**src/rtl/tbp_pkg.sv**
```systemverilog
package tbp_pkg;
   localparam int CTR_W = 2;
   typedef logic [CTR_W-1:0] ctr_t;

   localparam ctr_t CTR_MIN     = '0;
   localparam ctr_t CTR_MAX     = '1;
   localparam ctr_t CTR_WEAK_NT = ctr_t'(1);
   localparam ctr_t CTR_WEAK_T  = ctr_t'(2);

   // saturating step toward the outcome
   function automatic ctr_t sat_step(ctr_t c, logic up);
      if (up) return (c == CTR_MAX) ? c : c + ctr_t'(1);
      else    return (c == CTR_MIN) ? c : c - ctr_t'(1);
   endfunction
endpackage

```
**src/rtl/tbp_pc_fold.sv**
```systemverilog
module tbp_pc_fold #(
   parameter int IN_W  = 16,
   parameter int OUT_W = 4
) (
   input  logic [IN_W-1:0]  addr,
   output logic [OUT_W-1:0] idx
);
   if (OUT_W < 1 || OUT_W > IN_W) begin : g_bad
      $error("tbp_pc_fold: OUT_W must lie in 1..IN_W");
   end

   always_comb begin
      idx = '0;
      for (int k = 0; k < IN_W; k++) begin
         idx[k % OUT_W] = idx[k % OUT_W] ^ addr[k];
      end
   end
endmodule

```
**src/rtl/tbp_ctr_table.sv**
```systemverilog
module tbp_ctr_table
   import tbp_pkg::*;
#(
   parameter int   IDX_W = 4,
   parameter ctr_t INIT  = CTR_WEAK_NT
) (
   input  logic             clk,
   input  logic             rst_n,
   input  logic [IDX_W-1:0] rd_idx,
   output ctr_t             rd_ctr,
   input  logic             wr_en,
   input  logic [IDX_W-1:0] wr_idx,
   input  logic             wr_inc
);
   localparam int DEPTH = 1 << IDX_W;

   ctr_t mem [DEPTH];

   assign rd_ctr = mem[rd_idx];

   always_ff @(posedge clk or negedge rst_n) begin
      if (!rst_n) begin
         for (int i = 0; i < DEPTH; i++) mem[i] <= INIT;
      end else if (wr_en) begin
         mem[wr_idx] <= sat_step(mem[wr_idx], wr_inc);
      end
   end
endmodule

```
**src/rtl/tbp_local_hist.sv**
```systemverilog
module tbp_local_hist #(
   parameter int IDX_W  = 4,
   parameter int HIST_W = 4
) (
   input  logic              clk,
   input  logic              rst_n,
   input  logic [IDX_W-1:0]  rd_idx,
   output logic [HIST_W-1:0] rd_hist,
   input  logic              up_en,
   input  logic [IDX_W-1:0]  up_idx,
   output logic [HIST_W-1:0] up_hist,
   input  logic              up_taken
);
   localparam int DEPTH = 1 << IDX_W;

   logic [HIST_W-1:0] hist [DEPTH];

   assign rd_hist = hist[rd_idx];
   assign up_hist = hist[up_idx];

   always_ff @(posedge clk or negedge rst_n) begin
      if (!rst_n) begin
         for (int i = 0; i < DEPTH; i++) hist[i] <= '0;
      end else if (up_en) begin
         hist[up_idx] <= {up_hist[HIST_W-2:0], up_taken};
      end
   end
endmodule

```
**src/rtl/tbp_global_hist.sv**
```systemverilog
module tbp_global_hist #(
   parameter int HIST_W = 8
) (
   input  logic              clk,
   input  logic              rst_n,
   input  logic              up_en,
   input  logic              up_taken,
   output logic [HIST_W-1:0] hist
);
   always_ff @(posedge clk or negedge rst_n) begin
      if (!rst_n)     hist <= '0;
      else if (up_en) hist <= {hist[HIST_W-2:0], up_taken};
   end
endmodule

```
**src/rtl/tbp_top.sv**
```systemverilog
module tbp_top
   import tbp_pkg::*;
#(
   parameter int PC_W        = 16,
   parameter int LHT_IDX_W   = 4,
   parameter int LHIST_W     = 4,
   parameter int GHIST_W     = 8,
   parameter int CHS_IDX_W   = 4,
   parameter bit GLOBAL_HASH = 1'b0
) (
   input  logic            clk,
   input  logic            rst_n,
   input  logic [PC_W-1:0] lk_pc,
   output logic            lk_taken,
   output logic            lk_use_global,
   output logic            lk_local_pred,
   output logic            lk_global_pred,
   input  logic            up_valid,
   input  logic [PC_W-1:0] up_pc,
   input  logic            up_taken,
   input  logic            up_local_pred,
   input  logic            up_global_pred
);
   localparam int MSB = CTR_W - 1;

   if (LHIST_W < 2 || GHIST_W < 2) begin : g_bad_hist
      $error("tbp_top: history widths must be at least 2");
   end
   if (PC_W < LHT_IDX_W || PC_W < CHS_IDX_W) begin : g_bad_pc
      $error("tbp_top: PC_W narrower than a table index");
   end
   if (GLOBAL_HASH && PC_W < GHIST_W) begin : g_bad_hash
      $error("tbp_top: hashed global index needs PC_W >= GHIST_W");
   end

   // ---------------- address folding ----------------
   logic [LHT_IDX_W-1:0] lk_lidx, up_lidx;
   logic [CHS_IDX_W-1:0] lk_cidx, up_cidx;

   tbp_pc_fold #(.IN_W(PC_W), .OUT_W(LHT_IDX_W)) u_fold_lk_l (.addr(lk_pc), .idx(lk_lidx));
   tbp_pc_fold #(.IN_W(PC_W), .OUT_W(LHT_IDX_W)) u_fold_up_l (.addr(up_pc), .idx(up_lidx));
   tbp_pc_fold #(.IN_W(PC_W), .OUT_W(CHS_IDX_W)) u_fold_lk_c (.addr(lk_pc), .idx(lk_cidx));
   tbp_pc_fold #(.IN_W(PC_W), .OUT_W(CHS_IDX_W)) u_fold_up_c (.addr(up_pc), .idx(up_cidx));

   // ---------------- local component ----------------
   logic [LHIST_W-1:0] lk_lhist, up_lhist;
   ctr_t               lk_lctr;

   tbp_local_hist #(.IDX_W(LHT_IDX_W), .HIST_W(LHIST_W)) u_lhist (
      .clk     (clk),
      .rst_n   (rst_n),
      .rd_idx  (lk_lidx),
      .rd_hist (lk_lhist),
      .up_en   (up_valid),
      .up_idx  (up_lidx),
      .up_hist (up_lhist),
      .up_taken(up_taken)
   );

   tbp_ctr_table #(.IDX_W(LHIST_W), .INIT(CTR_WEAK_NT)) u_lctr (
      .clk   (clk),
      .rst_n (rst_n),
      .rd_idx(lk_lhist),
      .rd_ctr(lk_lctr),
      .wr_en (up_valid),
      .wr_idx(up_lhist),
      .wr_inc(up_taken)
   );

   // ---------------- global component ----------------
   logic [GHIST_W-1:0] ghist_q;
   logic [GHIST_W-1:0] lk_gidx, up_gidx;
   ctr_t               lk_gctr;

   tbp_global_hist #(.HIST_W(GHIST_W)) u_ghist (
      .clk     (clk),
      .rst_n   (rst_n),
      .up_en   (up_valid),
      .up_taken(up_taken),
      .hist    (ghist_q)
   );

   if (GLOBAL_HASH) begin : g_hashed
      logic [GHIST_W-1:0] lk_gfold, up_gfold;
      tbp_pc_fold #(.IN_W(PC_W), .OUT_W(GHIST_W)) u_fold_lk_g (.addr(lk_pc), .idx(lk_gfold));
      tbp_pc_fold #(.IN_W(PC_W), .OUT_W(GHIST_W)) u_fold_up_g (.addr(up_pc), .idx(up_gfold));
      assign lk_gidx = ghist_q ^ lk_gfold;
      assign up_gidx = ghist_q ^ up_gfold;
   end else begin : g_plain
      assign lk_gidx = ghist_q;
      assign up_gidx = ghist_q;
   end

   tbp_ctr_table #(.IDX_W(GHIST_W), .INIT(CTR_WEAK_NT)) u_gctr (
      .clk   (clk),
      .rst_n (rst_n),
      .rd_idx(lk_gidx),
      .rd_ctr(lk_gctr),
      .wr_en (up_valid),
      .wr_idx(up_gidx),
      .wr_inc(up_taken)
   );

   // ---------------- chooser ----------------
   ctr_t lk_chs;
   logic chs_train;
   logic chs_toward_global;

   assign chs_train         = up_valid && (up_local_pred != up_global_pred);
   assign chs_toward_global = (up_global_pred == up_taken);

   tbp_ctr_table #(.IDX_W(CHS_IDX_W), .INIT(CTR_WEAK_T)) u_chooser (
      .clk   (clk),
      .rst_n (rst_n),
      .rd_idx(lk_cidx),
      .rd_ctr(lk_chs),
      .wr_en (chs_train),
      .wr_idx(up_cidx),
      .wr_inc(chs_toward_global)
   );

   // ---------------- outputs ----------------
   assign lk_local_pred  = lk_lctr[MSB];
   assign lk_global_pred = lk_gctr[MSB];
   assign lk_use_global  = lk_chs[MSB];
   assign lk_taken       = lk_use_global ? lk_global_pred : lk_local_pred;
endmodule

```
**config.mk**
```make
export PLATFORM = sky130hd
export DESIGN_NAME = tbp_top
export DESIGN_NICKNAME = d
export VERILOG_FILES = /design/src/rtl/tbp_pkg.sv /design/src/rtl/tbp_pc_fold.sv /design/src/rtl/tbp_ctr_table.sv /design/src/rtl/tbp_local_hist.sv /design/src/rtl/tbp_global_hist.sv /design/src/rtl/tbp_top.sv
export SDC_FILE = /design/constraint.sdc
export NUM_CORES = 1
export LEC_CHECK = 0
export ABC_AREA = 1
export BUFFER_PORTS_ARGS = -buffer_cell sky130_fd_sc_hd__buf_2
export CORE_MARGIN = 2
export CORE_UTILIZATION = 43
export CTS_BUF_LIST = sky130_fd_sc_hd__clkbuf_2 sky130_fd_sc_hd__clkbuf_4 sky130_fd_sc_hd__clkbuf_8
export CTS_CLUSTER_SIZE = 8
export DETAILED_ROUTE_END_ITERATION = 12
export MAX_ROUTING_LAYER = met4
export SLEW_MARGIN = 15
export SYNTH_ARGS = -nofsm -noshare
export SYNTH_HDL_FRONTEND = slang
export SYNTH_SLANG_ARGS = --single-unit
```
**constraint.sdc**
```tcl
create_clock -name clk -period 3.1 [get_ports clk]
set_input_delay 0.465 -clock clk [delete_from_list [all_inputs] [get_ports clk]]
set_output_delay 0.465 -clock clk [all_outputs]
set_load 0.02 [all_outputs]
```
* After elaboration in Yosys (flattened, before gate mapping)
Index checks and enable logic that the tools add are counted.
** Word-level totals
- Flip-flop bits (word level) :: 648
- Bits of input ports :: 38
- Output and inout port bits :: 4
** Cells by class
- Add/sub/neg operators :: 6
- $lt $le $gt $ge :: 8
- Equality and inequality tests :: 5
- Multiplexer cells :: 46
- Bitwise logic cells :: 29
- Reduce and logical (&&, ||, !) cells :: 7
** Operators with widths (number)
- $bwmux 512 :: 1
- $bwmux 32 :: 2
- $bwmux 64 :: 1
- $mux 2 :: 25
- $bmux 2 s4 :: 4
- $bmux 4 s4 :: 2
- $xor 1x1->1 :: 24
- $ge 5x5->1 const B :: 4
- $mux 4 :: 5
- $not 4->5 :: 4
- $bmux 2 s8 :: 1
- $demux 2 s4 :: 2
- $demux 2 s8 :: 1
- $demux 4 s4 :: 1
- $lt 5x1->1 const B :: 2
- $ge 9x9->1 const B :: 1
- $lt 9x1->1 const B :: 1
- $not 8->9 :: 1
- $add 2x1->2 const B :: 3
- $eq 2x2->1 const B :: 3
- $logic_not 2->1 :: 3
- $sub 2x1->2 const B :: 3
- $logic_and 1x1->1 :: 4
- $eq 1x1->1 :: 1
- 2 further kinds :: 2

* Logic depth before layout (Yosys ltp)
- Depth after elaboration :: 16
- Gate-level depth with buffers :: 26
- Gate-level depth less buffers :: 23

* Modules after synthesis
Synthesis repeated with hierarchy kept, for this count alone.
** Unflattened totals
- Cell total of the unflattened synthesis :: 6570
- Area, all modules :: 41486.0 µm²
** Modules (own cells, without submodules)
- tbp_ctr_table (u_gctr) :: instances 1, cells an instance 5022, area an instance 31924.4 µm², sequential area each 13132.6 µm²
- tbp_local_hist :: instances 1, cells an instance 598, area an instance 4005.1 µm², sequential area each 1601.5 µm²
- tbp_ctr_table (u_chooser) :: instances 1, cells an instance 336, area an instance 2125.8 µm², sequential area each 820.8 µm²
- tbp_ctr_table (u_lctr) :: instances 1, cells an instance 332, area an instance 2068.2 µm², sequential area each 820.8 µm²
- tbp_pc_fold :: instances 4, cells an instance 60, area an instance 255.2 µm², sequential area each 0.0 µm²
- tbp_global_hist :: instances 1, cells an instance 34, area an instance 305.3 µm², sequential area each 200.2 µm²
- tbp_top :: instances 1, cells an instance 8, area an instance 36.3 µm², sequential area each 0.0 µm²

* Worst setup path after synthesis
Ideal clock, no wire load.
- Kind :: input-to-output
- Start :: input lk_pc[4]
- End :: output lk_taken
- Arrival time :: 2.551 ns
- Data required time :: 2.635 ns
- Path slack :: 0.084 ns
- Stages on the path :: 14
- Buffers on the path :: 3
- Path through :: xnor2_1 nand2_1 nand2_1 clkbuf_1 clkbuf_1 clkbuf_1 a21oi_1 o221ai_1 nand2_1 inv_1 nand3_1 nand2_1 nand2_1 nand2_1
** Between the ends
- Cells in the longest elaborated chain, start to end :: 12
- Elaborated cells between the ends (all ways) :: 15
- Classes of those cells :: mux (10); bitwise (5)
** Ends and longest elaborated chain
- from (decl) :: RTL line tbp_top.sv:13 : input logic [PC_W-1:0] lk_pc,
- $xor 1x1->1 (3 in a row) :: RTL line tbp_pc_fold.sv:15 : idx[k % OUT_W] = idx[k % OUT_W] ^ addr[k];
- $not 4->5 (implied by the code) :: RTL line tbp_local_hist.sv:18 : assign rd_hist = hist[rd_idx];
- $bmux 4 s4 :: RTL line tbp_local_hist.sv:18
- $mux 4 (implied by the code) (2 in a row) :: RTL line tbp_local_hist.sv:18
- $not 4->5 (implied by the code) :: RTL line tbp_ctr_table.sv:19 : assign rd_ctr = mem[rd_idx];
- $bmux 2 s4 :: RTL line tbp_ctr_table.sv:19
- $mux 2 (implied by the code) (2 in a row) :: RTL line tbp_ctr_table.sv:19
- net lk_local_pred :: RTL line tbp_top.sv:16 : output logic lk_local_pred,
- $mux 1 :: RTL line tbp_top.sv:126 : assign lk_taken = lk_use_global ? lk_global_pred : lk_local_pred;
- to (decl) :: RTL line tbp_top.sv:14 : output logic lk_taken,
The timed path passes the listed nets, and every way through them passes these cells. The select of a mux whose other input is x is not followed.

* Worst setup path in the final report
- Start :: register u_ghist.hist[1]
- End :: output lk_taken
** Between the ends
- Cells in the longest elaborated chain, start to end :: 5
** Ends and longest elaborated chain
- from (decl) :: RTL line tbp_global_hist.sv:8 : output logic [HIST_W-1:0] hist
- from (signal assigned) :: RTL line tbp_global_hist.sv:12 : else if (up_en) hist <= {hist[HIST_W-2:0], up_taken};
- $not 8->9 (implied by the code) :: RTL line tbp_ctr_table.sv:19
- $bmux 2 s8 :: RTL line tbp_ctr_table.sv:19
- $mux 2 (implied by the code) (2 in a row) :: RTL line tbp_ctr_table.sv:19
- $mux 1 :: RTL line tbp_top.sv:126
Every way passes these cells. The select of a mux whose other input is x is not followed.

==> results.md <==
- Run status: finished with violations
- Failing checks: setup timing
- RR Startpoint: u_ghist.hist[0]
- Final RePlAce weighted congestion: 0.907
- Final HPWL DP: 76.9 mm
- Worst Skew: 0.0691 ns
- 1st-pass router iterations: 6
- Slew headroom: 35.5%
- Slew @ Worst Pin: 0.965 ns
- Synth Register Bits: 648
- Htree depth: 3
- DIE HEIGHT: 285 µm
- Post-Syn Area: 0.0340 mm²
- Reg2Reg Setup Slack: -0.43 ns
- Post-synth EDFFs: 0
- Drc violations: 0
- Core area: 0.0786 mm²
- GRT overflow: 0
- Final core area utilization: 53.4%
- Cell accounting for the most synthesized area: dfrtp_1
- Largest net degree at the start of global routing: 75
- Fin nets: 4870
- Clk sinks: 648
- Synth cell types: 42
- Syn nets: 4579
- Crit path capture: lk_taken
- Setup violators final: 514
- Layout area overhead: 23.6%
- Critical path type: flop to output pin
- Register area share after synthesis: 48.8%
- Clk pin slew, worst setup/hold paths: 0.05 ns
- Worst r2r path cells: 24
- Max Freq: 253 MHz
- CP endpoint kind: output pin
- Fillers: 7461
- R2r endpoint: u_gctr.mem[86]
- DRT antenna net count: 0
- Vias: 32500
- Worst slack, placed: -0.598 ns
- Num CTS Buffers: 114
- Final total power: 33400 µW
- Worst-path cell chain: nand2_4 > inv_4 > buf_12 > buf_4 > a22oi_1 > a21oi_1 > o31ai_2 > buf_4 > nand3_1 > nand2_1 > nand2_2 > nor2_4 > buf_12 > clkinvlp_4 > nand2_1 > nand2_1 > buf_6
- Worst hold margin: 0.190 ns
- Std cell rows: 103
- Post-synthesis cell count: 4541
- Top cell by count, worst path: nand2_1
- WL final: 120 mm
- Crit path max-delay cell type: dfrtp_2
- Vias in the first global route: 31000
- Final hold viol count: 0
- Max Root-Sink Buffers: 3
- Crit share post-route: 128%
- CP top delay family: buffers and inverters
- VDD IR max: 407 µV
- Die W: 285 µm
- Startpoint class of the critical path: flop
- DR vias/cell: 5.43
- Worst path depth: 17
- Synth top area cells: dfrtp_1 (27%), dfstp_2 (22%), nand2_1 (20%)
- Worst-Skew Late Latency: 0.77 ns
- PD cells: 796 mW/mm²
- Slew Limit Fails: 0
- Full die area: 0.0813 mm²
- Unrepaired setup endpoints after global routing: yes
- DRT iter0 DRCs: 3210
- Root Driver: clkbuf_8
- Final min period: 3.96 ns
- Fin worst setup slack: -0.860 ns
- Synth warnings: 0
- First-pass GRT wire length: 181 mm
- Asr flop ratio synth: 100%
- Routed len/inst: 20.1 µm
- Min-Delay Path Class: input port to flop
- Yosys top cell area share: 26.5%
- Critical Path RT: 2.63 ns
- Crit-path max FO: 36
- Initial antenna violation count: 2
- Most frequent cells after synthesis: nand2_1 (1786), inv_1 (456), dfrtp_1 (360), nand3_1 (343), dfstp_2 (288)
- Average cell area after synthesis: 7.48 µm²
- Buf/Inv on CP: 7
- Leak pwr: 0.0191 µW
- Origin of the worst setup path: u_ghist.hist[1]
- Top FF cell, synth: dfrtp_1
- Max Cap Viol: 0
- Top-count cell post-synth: nand2_1
- CTS tree: yes
- CP Data Arrival Time: 3.49 ns
- Initial Util: 43.2%
- IO Count: 42
- GRT Overall Usage: 29.2%
- I/O Buffers: 41
- Max stage delay on crit path: 0.49 ns
- Share of cells above drive strength 1: 21.9%
==> cell type report <==
cell class	count	area, µm²	share of cell area [%]
Clock inverter	20	194	0.462
Sequential cell	648	16600	39.5
Multi-Input combinational cell	3190	15200	36.3
Tap cell	1050	1310	3.13
Timing Repair Buffer	401	4520	10.8
Inverter	477	1810	4.32
Antenna cell	2	5.00	0.0119
Clock buffer	192	2330	5.55
==> per-layer routing <==
layer	GRT usage, %	wire, µm	vias to the layer above
met2	46.2	55800	1286
met3	4.42	8720	317
li1	-	-	15200
met5	-	0	-
met4	10.6	5540	0
met1	38.2	50200	15700
==> registers in the layout (all words and copies together) (netlist names) <==
register and cells:
u_lhist.hist 64, u_gctr.mem 512, u_chooser.mem 32, u_ghist.hist 8, u_lctr.mem 32
==> worst register-to-register path, cell delays in order, from the launching register on <==
cell	delay [ns]
dfrtp_2	0.45
buf_6	0.14
nor2_4	0.23
buf_4	0.18
buf_8	0.19
a22oi_2	0.12
a21oi_1	0.16
or2_0	0.15
o21ai_1	0.08
and2_4	0.20
nand2_4	0.08
nand2_4	0.05
nand3_4	0.08
nor2_4	0.05
buf_4	0.13
buf_6	0.10
buf_6	0.10
buf_6	0.12
nand2_8	0.09
nand2_8	0.13
buf_12	0.17
nand2_8	0.11
clkbuf_16	0.20
nand2_1	0.06
nand2_1	0.06
==> layout by cell type (no fill, tap or decap), types with 20 or more instances in the layout <==
cell / n
nand2_2: 52
clkbuf_8: 142
a22oi_2: 40
buf_4: 230
a21oi_1: 110
o21ai_0: 138
dfrtp_1: 358
clkbuf_16: 21
nand2_1: 1723
dfstp_2: 288
a22oi_1: 208
clkbuf_4: 50
o211ai_1: 31
nor2_1: 220
buf_2: 38
nand3_1: 338
inv_1: 455
nor3_1: 162
buf_12: 77
buf_6: 20
==> repair_timing <==
action                                 4_1_cts  5_1_grt
endpoints found under the hold margin       24        0
buffers inserted                            16       17
hold buffers                                 1        0
pin swaps                                   19       56
resized for setup                           61      164
gates cloned                                 1       30
setup endpoints to repair                  514      515
==> metrics by stage <==
stage               cells  cell area (µm²)  TNS [ns]
finish               5980            42000   -132.63
global route         5980            42000   -181.25
CTS                  5932            40500    -76.29
detailed placement   5702            37500   -204.63
global placement     5702            37500   -186.51
floorplan            4541            34000         0
==> cells by family (layout without fill, tap and decap cells) <==
| group | Yosys count | count (layout) | synth area share (%) |
|---|---|---|---|
| xor+xnor | 25 | 25 | 0.645 |
| mux | 5 | 5 | 0.166 |
| other cells | 0 | 2 | 0 |
| simple gates | 2562 | 2567 | 30.5 |
| buf+inv | 708 | 1090 | 8.82 |
| flops | 648 | 648 | 48.8 |
| fa+ha+maj | 1 | 1 | 0.0295 |
| compound gates | 592 | 592 | 11.0 |
==> power breakdown <==
| group | internal (µW) | switching, µW |
|---|---|---|
| Sequential | 10700 | 1130 |
| Clock | 4970 | 3730 |
| Combinational | 5150 | 7670 |
| Total | 20900 | 12500 |
==> worst min-delay path by stage <==
stage                     depth (start not counted)       startpoint  slack [ns]          endpoint
after floorplan                                   0            rst_n        0.17  u_chooser.mem[0]
after global placement                            2  u_gctr.mem[410]        0.45   u_gctr.mem[410]
after detailed placement                          1            rst_n        0.46  u_lhist.hist[34]
after CTS                                         3         up_taken        0.15   u_ghist.hist[0]
after global routing                              3         up_taken        0.19   u_lhist.hist[8]
final                                             3         up_taken        0.19   u_ghist.hist[0]
Power figures use the tool's default switching activity.
